$ cat src/rtl/dsp_xfer_regfile.sv
module dsp_xfer_regfile #(
  parameter int DW     = 32,
  parameter int GW     = 8,
  parameter int NPLAIN = 6,
  parameter int SELW   = 4
) (
  input  logic            clk,
  input  logic            rst_n,
  input  logic            xfer_valid,
  input  logic            xfer_store,
  input  logic            xfer_long,
  input  logic [SELW-1:0] xfer_sel,
  input  logic [DW-1:0]   load_data,
  output logic [DW-1:0]   store_data,
  output logic            xfer_err
);

  localparam int HW          = DW / 2;
  localparam int NACC        = 2;
  localparam int GRD_BASE    = NACC;
  localparam int PLAIN_BASE  = 2 * NACC;
  localparam int PLAIN_END   = PLAIN_BASE + NPLAIN;

  logic [DW-1:0] acc_m   [NACC];
  logic [GW-1:0] acc_g   [NACC];
  logic [DW-1:0] plain_q [NPLAIN];

  logic          is_acc, is_grd, is_plain, sel_ok, wr_en;
  logic [DW-1:0] load_main;
  logic [GW-1:0] load_ext;
  logic [DW-1:0] rd_main;
  logic [GW-1:0] rd_grd;
  logic [DW-1:0] fmt;

  assign is_acc   = int'(xfer_sel) < NACC;
  assign is_grd   = int'(xfer_sel) >= GRD_BASE && int'(xfer_sel) < PLAIN_BASE;
  assign is_plain = int'(xfer_sel) >= PLAIN_BASE && int'(xfer_sel) < PLAIN_END;
  assign sel_ok   = is_acc | is_grd | is_plain;
  assign xfer_err = xfer_valid & ~sel_ok;
  assign wr_en    = xfer_valid & ~xfer_store & sel_ok;

  assign load_main = xfer_long ? load_data : {load_data[HW-1:0], {HW{1'b0}}};
  assign load_ext  = {GW{load_main[DW-1]}};

  for (genvar i = 0; i < NACC; i++) begin : g_acc
    always_ff @(posedge clk or negedge rst_n) begin
      if (!rst_n) begin
        acc_m[i] <= '0;
        acc_g[i] <= '0;
      end else if (wr_en && int'(xfer_sel) == i) begin
        acc_m[i] <= load_main;
        acc_g[i] <= load_ext;
      end else if (wr_en && int'(xfer_sel) == GRD_BASE + i) begin
        acc_g[i] <= load_data[GW-1:0];
      end
    end
  end

  for (genvar j = 0; j < NPLAIN; j++) begin : g_plain
    always_ff @(posedge clk or negedge rst_n) begin
      if (!rst_n)
        plain_q[j] <= '0;
      else if (wr_en && int'(xfer_sel) == PLAIN_BASE + j)
        plain_q[j] <= load_main;
    end
  end

  always_comb begin
    rd_main = '0;
    rd_grd  = '0;
    for (int i = 0; i < NACC; i++) begin
      if (int'(xfer_sel) == i)            rd_main = acc_m[i];
      if (int'(xfer_sel) == GRD_BASE + i) rd_grd  = acc_g[i];
    end
    for (int j = 0; j < NPLAIN; j++)
      if (int'(xfer_sel) == PLAIN_BASE + j) rd_main = plain_q[j];
  end

  always_comb begin
    if (is_grd)
      fmt = {{(DW-GW){rd_grd[GW-1]}}, rd_grd};
    else if (xfer_long)
      fmt = rd_main;
    else
      fmt = {{HW{1'b0}}, rd_main[DW-1:HW]};
  end

  assign store_data = (xfer_valid && xfer_store && sel_ok) ? fmt : '0;

endmodule


$ cat config.mk
export PLATFORM = sky130hd
export DESIGN_NAME = dsp_xfer_regfile
export DESIGN_NICKNAME = d
export VERILOG_FILES = /design/src/rtl/dsp_xfer_regfile.sv
export SDC_FILE = /design/constraint.sdc
export NUM_CORES = 1
export LEC_CHECK = 0
export ABC_AREA = 1
export ABC_CLOCK_PERIOD_IN_PS = 6110
export BUFFER_PORTS_ARGS = -buffer_cell sky130_fd_sc_hd__buf_2
export CAP_MARGIN = 10
export CORE_UTILIZATION = 31
export DETAILED_ROUTE_END_ITERATION = 6
export PLACE_DENSITY_LB_ADDON = 0.12
export SYNTH_ARGS = -nofsm -noshare
export SYNTH_HDL_FRONTEND = slang
export SYNTH_SLANG_ARGS = --single-unit
export TNS_END_PERCENT = 10
$ cat constraint.sdc
create_clock -name clk -period 6.11 [get_ports clk]
set_input_delay 1.5275 -clock clk [delete_from_list [all_inputs] [get_ports clk]]
set_output_delay 1.5275 -clock clk [all_outputs]
set_load 0.02 [all_outputs]
# Yosys cells after proc, flatten, opt, wreduce, memory -nomap -nowiden
# Index checks and enable logic that the tools add are counted.
# word_totals
regBits	272
word_cells	66
# op_classes
n_lt_le_gt_ge	5
bitwise_logic	7
reduce_logical	17
n_eq_ne	9
muxes	18
# op_table
operator	n
two-way mux 32 bit	12
two-way mux 8 bit	6
equality test 4 bit (second input constant)	6
logical AND 1 bit	14
equality test 4 x 3 -> 1 bit (second input constant)	2
equality test 4 x 2 -> 1 bit (second input constant)	1
greater-or-equal comparator 4 x 2 -> 1 bit (second input constant)	1
greater-or-equal comparator 4 x 3 -> 1 bit (second input constant)	1
logical NOT 4 bit	1
< comparator 4 x 2 -> 1 bit (second input constant)	1
< comparator 4 x 3 -> 1 bit (second input constant)	1
< comparator 4 bit (second input constant)	1
nonzero test 2 bit	2
AND 1 bit	3
NOT 1 bit	2
bitwise OR 1 bit	2

# Longest topological paths before layout
# Gate-level depths: netlist (run 1).
# logic_depth
word_depth	12
ltp_mapped	13

# Worst setup path before layout (run 1)
# Ideal clock, no wire load.
# synth_timing
path_kind	in2out
from	input xfer_sel[0]
to	output store_data[21]
path_slack_ns	1.648
path_stages	12
t_arrival_ns	2.935
cell_sequence	buf_6 nor2_2 nand2_1 buf_6 buf_6 nor2_1 nor2_1 nand2_1 nand2_1 nand3_1 nand2_1 a21oi_1
# synth_between
elab_chain_cells	12
elab_cells_between_ends	33
cone_classes	order compare (5); eq/ne (9); mux (13); bitwise (2); reduce/logical (4)
# synth_lines
element	line	source
start, declared	12	input logic [SELW-1:0] xfer_sel,
logical NOT 4 bit	72	if (int'(xfer_sel) == i) rd_main = acc_m[i];
two-way mux 32 bit (2 in a row)	72	
two-way mux 32 bit (6 in a row)	76	if (int'(xfer_sel) == PLAIN_BASE + j) rd_main = plain_q[j];
two-way mux 32 bit	82	else if (xfer_long)
two-way mux 32 bit	80	if (is_grd)
two-way mux 32 bit *	88	assign store_data = (xfer_valid && xfer_store && sel_ok) ? fmt : '0;
end, declared	14	output logic [DW-1:0] store_data,
# Every way passes the cells marked *; elsewhere a longest branch is shown, timed or not.

# Worst setup path in the final report (run 1)
# layout_timing
from	input xfer_sel[1]
to	output store_data[11]
# The elaborated chain is that of the path after synthesis.

==> results of run 1 <==
==> how the worst max path moves through the flow <==
stage | startpoint | end | slack, ps
floorplan | xfer_sel[0] | store_data[21] | 1650
global placement | xfer_sel[1] | store_data[12] | 630
detailed placement | xfer_sel[1] | store_data[11] | 600
CTS | xfer_sel[1] | store_data[11] | 590
global route | xfer_sel[1] | store_data[11] | 420
finish | xfer_sel[1] | store_data[11] | 580
==> flip-flops by register name (all words and copies together), names as in the netlist <==
signal   count
acc_m       64
plain_q    192
acc_g       16
==> report_power, final <==
group          switching [uW]  internal (uW)  total [uW]
sequential                158           2090        2250
combinational             411            209         621
clock                     824           1240        2070
==> Yosys cell counts (2+ instances only) <==
| master | number | share of area, % |
|---|---|---|
| inv_2 | 13 | 0.37 |
| a31oi_1 | 67 | 3.2 |
| buf_4 | 9 | 0.52 |
| a21oi_1 | 68 | 2.6 |
| nand3_1 | 64 | 2.4 |
| buf_2 | 47 | 1.8 |
| o21ai_1 | 10 | 0.38 |
| nand2_2 | 8 | 0.38 |
| or2_0 | 9 | 0.43 |
| nand4_1 | 13 | 0.62 |
| nor2_4 | 8 | 0.69 |
| o22ai_1 | 10 | 0.48 |
| nor2_1 | 131 | 3.8 |
| o221ai_1 | 7 | 0.47 |
| nand2_1 | 601 | 17 |
| nor3_2 | 2 | 0.15 |
| nor2_2 | 8 | 0.38 |
| clkbuf_1 | 23 | 0.66 |
| clkbuf_2 | 2 | 0.076 |
| dfrtp_1 | 272 | 52 |
| o21bai_1 | 3 | 0.17 |
| o21ai_0 | 179 | 6.8 |
| buf_1 | 6 | 0.17 |
| or2_2 | 2 | 0.095 |
| buf_6 | 4 | 0.34 |
| inv_1 | 99 | 2.8 |
| or2_1 | 9 | 0.43 |
==> layout make-up <==
cell class,instances,area share (%)
clock inverters,15,1.50
repair buffers,102,4.10
inverters,113,2.83
clock buffers,43,5.98
well taps,532,4.42
flip-flops and latches,272,45.2
multi-input cells,1204,36.0
==> worst register-to-register path, stage by stage (launching register included) <==
cell     delay [ps]
dfrtp_1         450
nor2_1          130
a31oi_1          60
==> kinds of logic (layout without fill, tap and decap cells) <==
| logic type | count (synthesis) | count (layout) | synth area share, % |
|---|---|---|---|
| AND/OR/NAND/NOR | 856 | 856 | 26.7 |
| AO/OA/AOI/OAI | 348 | 348 | 14.5 |
| flip-flops | 272 | 272 | 51.9 |
| buffers and inverters | 204 | 273 | 6.82 |
==> routing by layer <==
layer	track usage, %	share of wire (%)	routed length, um
met3	3.09	5.2	2500
met1	33.3	48	23300
met5	0	0	0
met4	6.03	2.6	1230
met2	34.5	44	21200
==> stage by stage <==
step	power (uW)	util, %	setup WS (ps)	cell area [um^2]	hold slack, ps
3_3_place_gp	2890	33.7	634	13900	455
6_report	4940	36.5	576	15100	478
5_1_grt	5170	36.5	423	15100	490
3_5_place_dp	2900	33.7	603	13900	461
2_1_floorplan	2640	-	1650	13100	442
4_1_cts	4980	36.5	595	15100	476
==> run metrics, run 1 <==
WL final a little under 50000 um; post-CTS setup buffer count 0; most common cell after layout, fill and taps aside nand2_1; # nets final about 1800; Worst Path Buf+Inv 4; CP Depth 14; Min-Delay Endpoint plain_q[95]; first-pass GRT wire length between 70000 and 80000 um; critical path peak fanout 20; min-delay src plain_q[95]; Final min period 5530 ps; initial DRC count 1062; Worst setup SP type input pin; final setup violation count 0; Crit path max-delay family simple AND/OR/NAND/NOR gates; worst path required time approximately 4600 ps; cts bufs inserted 31; MaxCap Viol Count 0; CP max stage cell nor2_4; pwr dens around 330 nW/um^2; H-tree depth 1; leading cell types in the layout, fill and taps excluded nand2_1 (601), dfrtp_1 (272), o21ai_0 (179), nor2_1 (130), inv_1 (99); num ports between 70 and 80; worst reg-to-reg setup slack 5320 ps; FF+latch count, synth roughly 270; clk sinks between 200 and 300; ANT nets after route 0; Setup crit end kind output port; Syn-to-layout area delta 14.9%; Final Wtd Congestion between 0.8 and 0.9; antenna cells 0; # rows 74; Cells on Worst Hold Path 2; most used cell along the critical path nand2_1; vias per cell 5.07; asr flop ratio synth 100%; initial antenna violation count 0; DRC viols 0; R2R Path Start plain_q[49]; Setup CP Type input pin to output port; CTS clk-pin slew, worst paths around 60 ps; DRT Pass-1 Iters 6; placed cell count approximately 2200; final count of hold timing violations 0; # hold bufs at CTS 0; post-synthesis cell type count 33; R2R Path End plain_q[49]; Seq/Total Area, Yosys 51.9%; period utilization between 90 and 100%; Fill cells about 4400; via count about 12000; synthesized area per cell 7.80 um^2; Die Wd between 200 and 250 um; gr ovfl total 0; setup tns final 0 ps; Max Slew Vio Count 0; Max Root-Sink Buffers 3; buffers added on ports 73; Die Y-Extent about 210 um; number of synthesized flops with an enable pin 0; drt wl/cell between 20 and 25 um; Non-Filler Instances 2281; Placeable Area between 40000 and 50000 um^2; area of the multi-input gates 5420 um^2; worst min-delay path class flop to flop; Root Buffer clkbuf_16; status complete, no violations; post-CTS sizing 0; DIE AREA ~43000 um^2; RSZ-0062 raised after global routing no; Rel. slew slack 19.1%; Synth Instances roughly 1700; FMAX 181 MHz; Synth Flop Type dfrtp_1; Critical Path Max Stage Delay around 630 ps; syn_nets ~1700; synth warn 0; CTS tree done; Worst-Margin Slew 1210 ps; leakage power between 0.007 and 0.008 uW; clk_skew 0 ps; total track usage 22.6%; vias in the first global route around 11000; Post-DP HPWL ~31000 um; Worst VDD drop 0.000213 V; R2R depth 2; largest net degree at the start of global routing between 100 and 150; FF+latch area a little under 7000 um^2; Initial Util between 30% and 40%; CP cell instances buf_2 > inv_2 > nand2_2 > nor2_4 > buf_4 > nand2_1 > nand3_1 > nand2_1 > nand3_1 > nand2_1 > nand2_1 > nand2_1 > a21oi_1 > buf_2; share of cells above drive strength 1 between 10% and 20%; Data arrival, critical path approximately 4000 ps; Post-Syn Area roughly 13000 um^2; Clk Latency, worst-skew pair about 600 ps
No activity file was read; power rests on OpenSTA's default activity.
==> run 2, diff against run 1 <==
--- a/config.mk
+++ b/config.mk
@@ -7,7 +7,7 @@
 export LEC_CHECK = 0
 export ABC_AREA = 1
 export ABC_CLOCK_PERIOD_IN_PS = 6110
-export BUFFER_PORTS_ARGS = -buffer_cell sky130_fd_sc_hd__buf_2
+export BUFFER_PORTS_ARGS = -buffer_cell sky130_fd_sc_hd__clkbuf_2
 export CAP_MARGIN = 10
 export CORE_UTILIZATION = 31
 export DETAILED_ROUTE_END_ITERATION = 6
==> run 2 against run 1 <==
  * The run now ends with design-rule violations left
  * Sequential power is essentially flat
  * Register-to-register slack gained 70 ps
  * Global-route usage shrank 0.29 points
  * Critical path depth is the same
  * Utilization shrank 0.11 points
  * Largest cell class unchanged
==> run metrics, run 2 (synthesis results as in run 1) <==
CP cell instances clkbuf_2 > inv_2 > nand2_2 > nor2_4 > buf_12 > nand2_1 > nand3_1 > nand2_1 > nand3_1 > nand2_1 > nand2_1 > nand2_1 > a21oi_1 > clkbuf_2 (was buf_2 > inv_2 > nand2_2 > nor2_4 > buf_4 > nand2_1 > nand3_1 > nand2_1 > nand3_1 > nand2_1 > nand2_1 > nand2_1 > a21oi_1 > buf_2); worst min-delay path class flop to flop (unchanged); biggest regs plain_q: 192 flops, acc_m: 64 flops, acc_g: 16 flops (unchanged); vias per cell 5.05 (was 5.07); share of cells above drive strength 1 11.4% (was 11.5%); post-CTS setup buffer count 0 (unchanged); Seq pwr share 47.5% (was 45.6%); drt wl/cell 20.8 um (was 21.2 um); worst reg-to-reg setup slack 5390 ps (was 5320 ps); Final Util 36.4% (was 36.5%); most used cell along the critical path nand2_1 (unchanged); gr ovfl total 0 (unchanged); # nets final 1767 (was 1765); Worst setup SP type input pin (unchanged); ANT nets after route 0 (unchanged); Initial Util 31.7% (unchanged); initial DRC count 944 (was 1062); total track usage 22.3% (was 22.6%); cts bufs inserted 31 (unchanged); DIE AREA 43100 um^2 (unchanged); H-tree depth 1 (unchanged); # hold bufs at CTS 0 (unchanged); MaxCap Viol Count 0 (unchanged); critical path peak fanout 15 (was 20); Setup crit end kind output port (unchanged); Max Slew Vio Count 0 (unchanged); Rel. slew slack 23.7% (was 19.1%); Clock power frac 39.4% (was 41.9%); clk sinks 272 (unchanged); Biggest register plain_q (unchanged); via count 11500 (was 11600); largest net degree at the start of global routing 105 (was 127); Final WS setup 715 ps (was 576 ps); DRC viols 4 (was 0); setup tns final 0 ps (unchanged); Worst Path Buf+Inv 4 (unchanged); final setup violation count 0 (unchanged); WL final 47300 um (was 48300 um); Fill cells 4409 (was 4397); initial antenna violation count 0 (unchanged); FMAX 185 MHz (was 181 MHz); Combinational Power Share 13.1% (was 12.6%); Root Buffer clkbuf_16 (unchanged); Die Y-Extent 208 um (unchanged); leading cell types in the layout, fill and taps excluded nand2_1 (601), dfrtp_1 (272), o21ai_0 (179), nor2_1 (130), inv_1 (99) (unchanged); CTS tree done (unchanged); num ports 74 (unchanged); vias in the first global route 11300 (was 11100); Crit path max-delay family simple AND/OR/NAND/NOR gates (unchanged); post-CTS sizing 0 (unchanged); # rows 74 (unchanged); Setup CP Type input pin to output port (unchanged); antenna cells 0 (unchanged); Max Root-Sink Buffers 3 (unchanged); pre-CTS setup slack 704 ps (was 603 ps); period utilization 88.3% (was 90.6%); buffers added on ports 73 (unchanged); failing checks design-rule violations; status complete, but fails checks (was complete, no violations); CP max stage cell nor2_4 (unchanged); worst path required time 4580 ps (about the same); Final Wtd Congestion 0.797 (was 0.846); Placeable Area 41300 um^2 (unchanged); pwr dens 313 nW/um^2 (was 328 nW/um^2); Die Wd 208 um (unchanged); max FFs per register 192 (unchanged); DRT Pass-1 Iters 7 (was 6); Critical Path Max Stage Delay 560 ps (was 630 ps); first-pass GRT wire length 72700 um (was 73500 um); FF+latch area 6810 um^2 (unchanged); Net Switching 1320 uW (was 1390 uW); Worst VDD drop 0.000227 V (was 0.000213 V); Syn-to-layout area delta 14.6% (was 14.9%); Data arrival, critical path 3870 ps (was 4010 ps); clk_skew 0 ps (unchanged); most common cell after layout, fill and taps aside nand2_1 (unchanged); Hold Slack 475 ps (was 478 ps); final count of hold timing violations 0 (unchanged); area of the multi-input gates 5420 um^2 (unchanged); internal power 3380 uW (was 3550 uW); leakage power 0.00721 uW (was 0.00726 uW); Post-DP HPWL 29900 um (was 30700 um); Worst-Margin Slew 1140 ps (was 1210 ps); Final min period 5400 ps (was 5530 ps); CTS clk-pin slew, worst paths 60 ps (about the same); fraction of power spent switching nets 28.1% (was 28.2%); RSZ-0062 raised after global routing no (unchanged); Clk Latency, worst-skew pair 580 ps (was 600 ps)
run 2: power groups by stage:
| stage | Clock (uW) | Combinational, uW | Sequential, uW |
|---|---|---|---|
| after floorplan | 0 | 411 | 2230 |
| after global placement | 0 | 606 | 2260 |
| after detailed placement | 0 | 618 | 2260 |
| after CTS | 1890 | 620 | 2230 |
| after global routing | 1960 | 710 | 2270 |
| final | 1850 | 615 | 2230 |
run 2: final cells by class:
type,instances,area share [%]
Multi-Input combinational cell,1204,36.1
Timing Repair Buffer,104,4.68
Sequential cell,272,45.3
Clock inverter,10,0.525
Clock buffer,45,6.12
Tap cell,532,4.43
Inverter,113,2.84
run 2: worst register-to-register path: cells and delay by family, from the launching register on:
kind	cells	cell delay, ps
AO/OA/AOI/OAI	1	100
AND/OR/NAND/NOR	1	60
flip-flops	1	380
run 2: per-layer routing:
| layer | vias up | share of wire, % | global-route usage [%] |
|---|---|---|---|
| met4 | 0 | 2.8 | 6.62 |
| met1 | 5611 | 48 | 31.8 |
| li1 | 5527 | - | - |
| met2 | 309 | 44 | 34.6 |
| met3 | 68 | 5.1 | 3.71 |
| met5 | - | 0 | 0 |
run 2: worst paths after layout:
| path | cells after the start | endpoint | startpoint |
|---|---|---|---|
| max in group asynchronous | 2 | acc_m[42] | rst_n |
| setup reg to reg | 2 | plain_q[79] | plain_q[79] |
| hold / removal | 2 | acc_m[63] | acc_m[63] |
| hold reg to reg | 2 | acc_m[63] | acc_m[63] |
| min in group asynchronous | 1 | plain_q[94] | rst_n |
| setup / recovery | 14 | store_data[11] | xfer_sel[1] |
run 2: stage by stage:
stage	std cells	total power, uW	cell area (um^2)
after floorplan	1680	2640	13100
after global placement	2224	2870	14000
after detailed placement	2224	2880	14000
after CTS	2279	4740	15000
after global routing	2280	4940	15000
final	2280	4700	15000
==> run 3, diff against run 2 <==
--- a/config.mk
+++ b/config.mk
@@ -5,11 +5,11 @@
 export SDC_FILE = /design/constraint.sdc
 export NUM_CORES = 1
 export LEC_CHECK = 0
-export ABC_AREA = 1
 export ABC_CLOCK_PERIOD_IN_PS = 6110
 export BUFFER_PORTS_ARGS = -buffer_cell sky130_fd_sc_hd__clkbuf_2
 export CAP_MARGIN = 10
 export CORE_UTILIZATION = 31
+export CTS_BUF_LIST = sky130_fd_sc_hd__clkbuf_4
 export DETAILED_ROUTE_END_ITERATION = 6
 export PLACE_DENSITY_LB_ADDON = 0.12
 export SYNTH_ARGS = -nofsm -noshare
==> run 3 against run 2 <==
  * The flow now finishes without violations
  * Total power fell by 2.3%
  * Worst setup slack worse by 210 ps
  * Critical path depth shrank 7
  * Clock power down 9%
  * Register-to-register slack is essentially flat
  * Utilization down 0.27 points
  * Final area down 1.6%
  * Clock-buffer cell count up 77
  * Global-route usage is 0.36 points higher
  * Sequential share of layout area grew 0.75 points
  * Flip-flop and latch count unchanged
  * First-iteration DRC count down 21%
  * Largest cell class unchanged
==> run metrics, run 3 <==
Data arrival, critical path 4080 ps (was 3870 ps); final instance area 14800 um^2 (was 15000 um^2); first-pass GRT wire length 70700 um (was 72700 um); FF+latch area 6810 um^2 (unchanged); fraction of power spent switching nets 29.9% (was 28.1%); pwr dens 311 nW/um^2 (was 313 nW/um^2); Worst-Margin Slew 1000 ps (was 1140 ps); Seq/Total Area, Yosys 52.9% (was 51.9%); WL final 46600 um (was 47300 um); leakage power 0.00677 uW (was 0.00721 uW); Final min period 5610 ps (was 5400 ps); largest area contributor in the netlist dfrtp_1 (unchanged); Initial Util 31.4% (was 31.7%); Setup CP Type input pin to output port (unchanged); area of the multi-input gates 5470 um^2 (was 5420 um^2); Synth Instances 1400 (was 1680); drt wl/cell 22.4 um (was 20.8 um); Worst VDD drop 0.0000965 V (was 0.000227 V); Placeable Area 40900 um^2 (was 41300 um^2); CTS tree done (unchanged); asr flop ratio synth 100% (unchanged); CTS clk-pin slew, worst paths 50 ps (was 60 ps); Post-DP HPWL 30800 um (was 29900 um); total track usage 22.7% (was 22.3%); period utilization 91.8% (was 88.3%); internal power 3220 uW (was 3380 uW); worst min-delay path class flop to flop (unchanged); DRT Pass-1 Iters 5 (was 7); Fill cells 4340 (was 4409); most frequent cell after synthesis o21ai_0 (was nand2_1); Biggest register plain_q (unchanged); leading cell types in the layout, fill and taps excluded o21ai_0 (337), nand2_1 (304), dfrtp_1 (272), clkbuf_4 (122), clkbuf_2 (70) (was nand2_1 (601), dfrtp_1 (272), o21ai_0 (179), nor2_1 (130), inv_1 (99)); Die Y-Extent 206 um (was 208 um); num ports 74 (unchanged); setup tns final 0 ps (unchanged); pre-CTS setup slack 560 ps (was 704 ps); Root Buffer clkbuf_4 (was clkbuf_16); initial antenna violation count 3 (was 0); status complete, no violations (was complete, but fails checks); Synth top area share 52.9% (was 51.9%); DIE AREA 42300 um^2 (was 43100 um^2); RSZ-0062 raised after global routing no (unchanged); via count 10900 (was 11500); Final WS setup 502 ps (was 715 ps); largest net degree at the start of global routing 145 (was 105); Synth Flop Type dfrtp_1 (unchanged); placed standard-cell area 13800 um^2 (was 14000 um^2); Worst setup SP type input pin (unchanged); Combinational Power Share 14.2% (was 13.1%); post-CTS sizing 0 (unchanged); worst path required time 4580 ps (about the same); synth warn 0 (unchanged); FF+latch count, synth 272 (unchanged); Clock power frac 36.8% (was 39.4%); initial DRC count 746 (was 944); final setup violation count 0 (unchanged); critical path peak fanout 19 (was 15); post-CTS setup buffer count 0 (unchanged); clk_skew 0 ps (unchanged); Net Switching 1370 uW (was 1320 uW); Max Slew Vio Count 0 (unchanged); most common cell after layout, fill and taps aside o21ai_0 (was nand2_1); synthesized area per cell 9.19 um^2 (was 7.80 um^2); clk sinks 272 (unchanged); buffers added on ports 73 (unchanged); DRC viols 0 (was 4); Synth top cells by count o21ai_0 (337), nand2_1 (304), dfrtp_1 (272), a21oi_1 (63), mux2i_1 (62) (was nand2_1 (601), dfrtp_1 (272), o21ai_0 (179), nor2_1 (131), inv_1 (99)); ANT nets after route 0 (unchanged); Seq pwr share 49.0% (was 47.5%); cts bufs inserted 81 (was 31); Syn-to-layout area delta 14.8% (was 14.6%); syn_nets 1441 (was 1721); biggest regs plain_q: 192 flops, acc_m: 64 flops, acc_g: 16 flops (unchanged); final count of hold timing violations 0 (unchanged); H-tree depth 3 (was 1); post-synthesis cell type count 67 (was 33); vias in the first global route 10800 (was 11300); MaxCap Viol Count 0 (unchanged); Clk Latency, worst-skew pair 730 ps (was 580 ps); max FFs per register 192 (unchanged); Max Root-Sink Buffers 3 (unchanged); Die Wd 206 um (was 208 um); number of synthesized flops with an enable pin 0 (unchanged); vias per cell 5.25 (was 5.05); # hold bufs at CTS 0 (unchanged); Setup crit end kind output port (unchanged); Post-Syn Area 12900 um^2 (was 13100 um^2); final total power 4590 uW (was 4700 uW); Final Wtd Congestion 0.836 (was 0.797); # rows 74 (unchanged); gr ovfl total 0 (unchanged); FMAX 178 MHz (was 185 MHz); top post-synthesis cells by area dfrtp_1 (53%), o21ai_0 (13%), nand2_1 (8.9%) (was dfrtp_1 (52%), nand2_1 (17%), o21ai_0 (6.8%)); share of cells above drive strength 1 18.2% (was 11.4%); Rel. slew slack 31.1% (was 23.7%); # nets final 1539 (was 1767)
## run 3: cell count changes after synthesis, moves of 34 or more
cell / change
clkbuf_1: +34
inv_1: -92
a31oi_1: -64
nand2_1: -297
nor2_1: -89
mux2i_1: +62
nand3_1: -48
o21ai_0: +158
## run 3: power by group through the flow
stage	clock (uW)	sequential (uW)	combinational, uW
finish	1690	2250	651
global placement	0	2280	647
global route	1850	2280	744
CTS	1750	2250	658
detailed placement	0	2280	658
floorplan	0	2230	427
## run 3: cell type report
| class | count | area share (%) |
|---|---|---|
| multi-input cells | 1008 | 37.1 |
| repair buffers | 127 | 5.64 |
| clock buffers | 122 | 6.20 |
| inverters | 8 | 0.203 |
| clock inverters | 9 | 0.237 |
| well taps | 532 | 4.51 |
| diodes | 4 | 0.0678 |
| flip-flops and latches | 272 | 46.1 |
## run 3: path summary, 6_finish.rpt
kind | start | end | slack, ps | cells past startpoint
max in group asynchronous | rst_n | plain_q[84] | 4080 | 2
min reg2reg | acc_m[54] | acc_m[54] | 470 | 2
max | xfer_sel[2] | store_data[18] | 500 | 7
min in group asynchronous | rst_n | plain_q[16] | 730 | 1
min | acc_m[54] | acc_m[54] | 470 | 2
max reg2reg | plain_q[25] | plain_q[25] | 5390 | 2
## run 3: logic make-up after synthesis
logic type             count (synthesis)  share of synthesized area (%)
multiplexers                          66                           5.26
AO/OA/AOI/OAI                        531                           23.6
buffers and inverters                120                           4.85
flip-flops                           272                           52.9
AND/OR/NAND/NOR                      411                           13.4
## run 3: worst max-delay path: stages
cell      delay, ps
clkbuf_2        380
buf_12          230
and2b_1         320
nand2_1         500
o22ai_1         270
o21ai_0         560
clkbuf_2        280
## run 3: per-stage QoR
step,std cells,hold slack (ps),utilization (%)
2_1_floorplan,1400,442,-
3_3_place_gp,1947,457,33.7
3_5_place_dp,1947,465,33.7
4_1_cts,2078,477,36.1
5_1_grt,2081,503,36.1
6_report,2082,471,36.1
## run 3: metal layers
metal	global-route usage, %	part of all wire (%)
met5	0	0
met4	6.61	1.9
met3	4.47	6.0
met2	34.2	44
met1	32.6	48
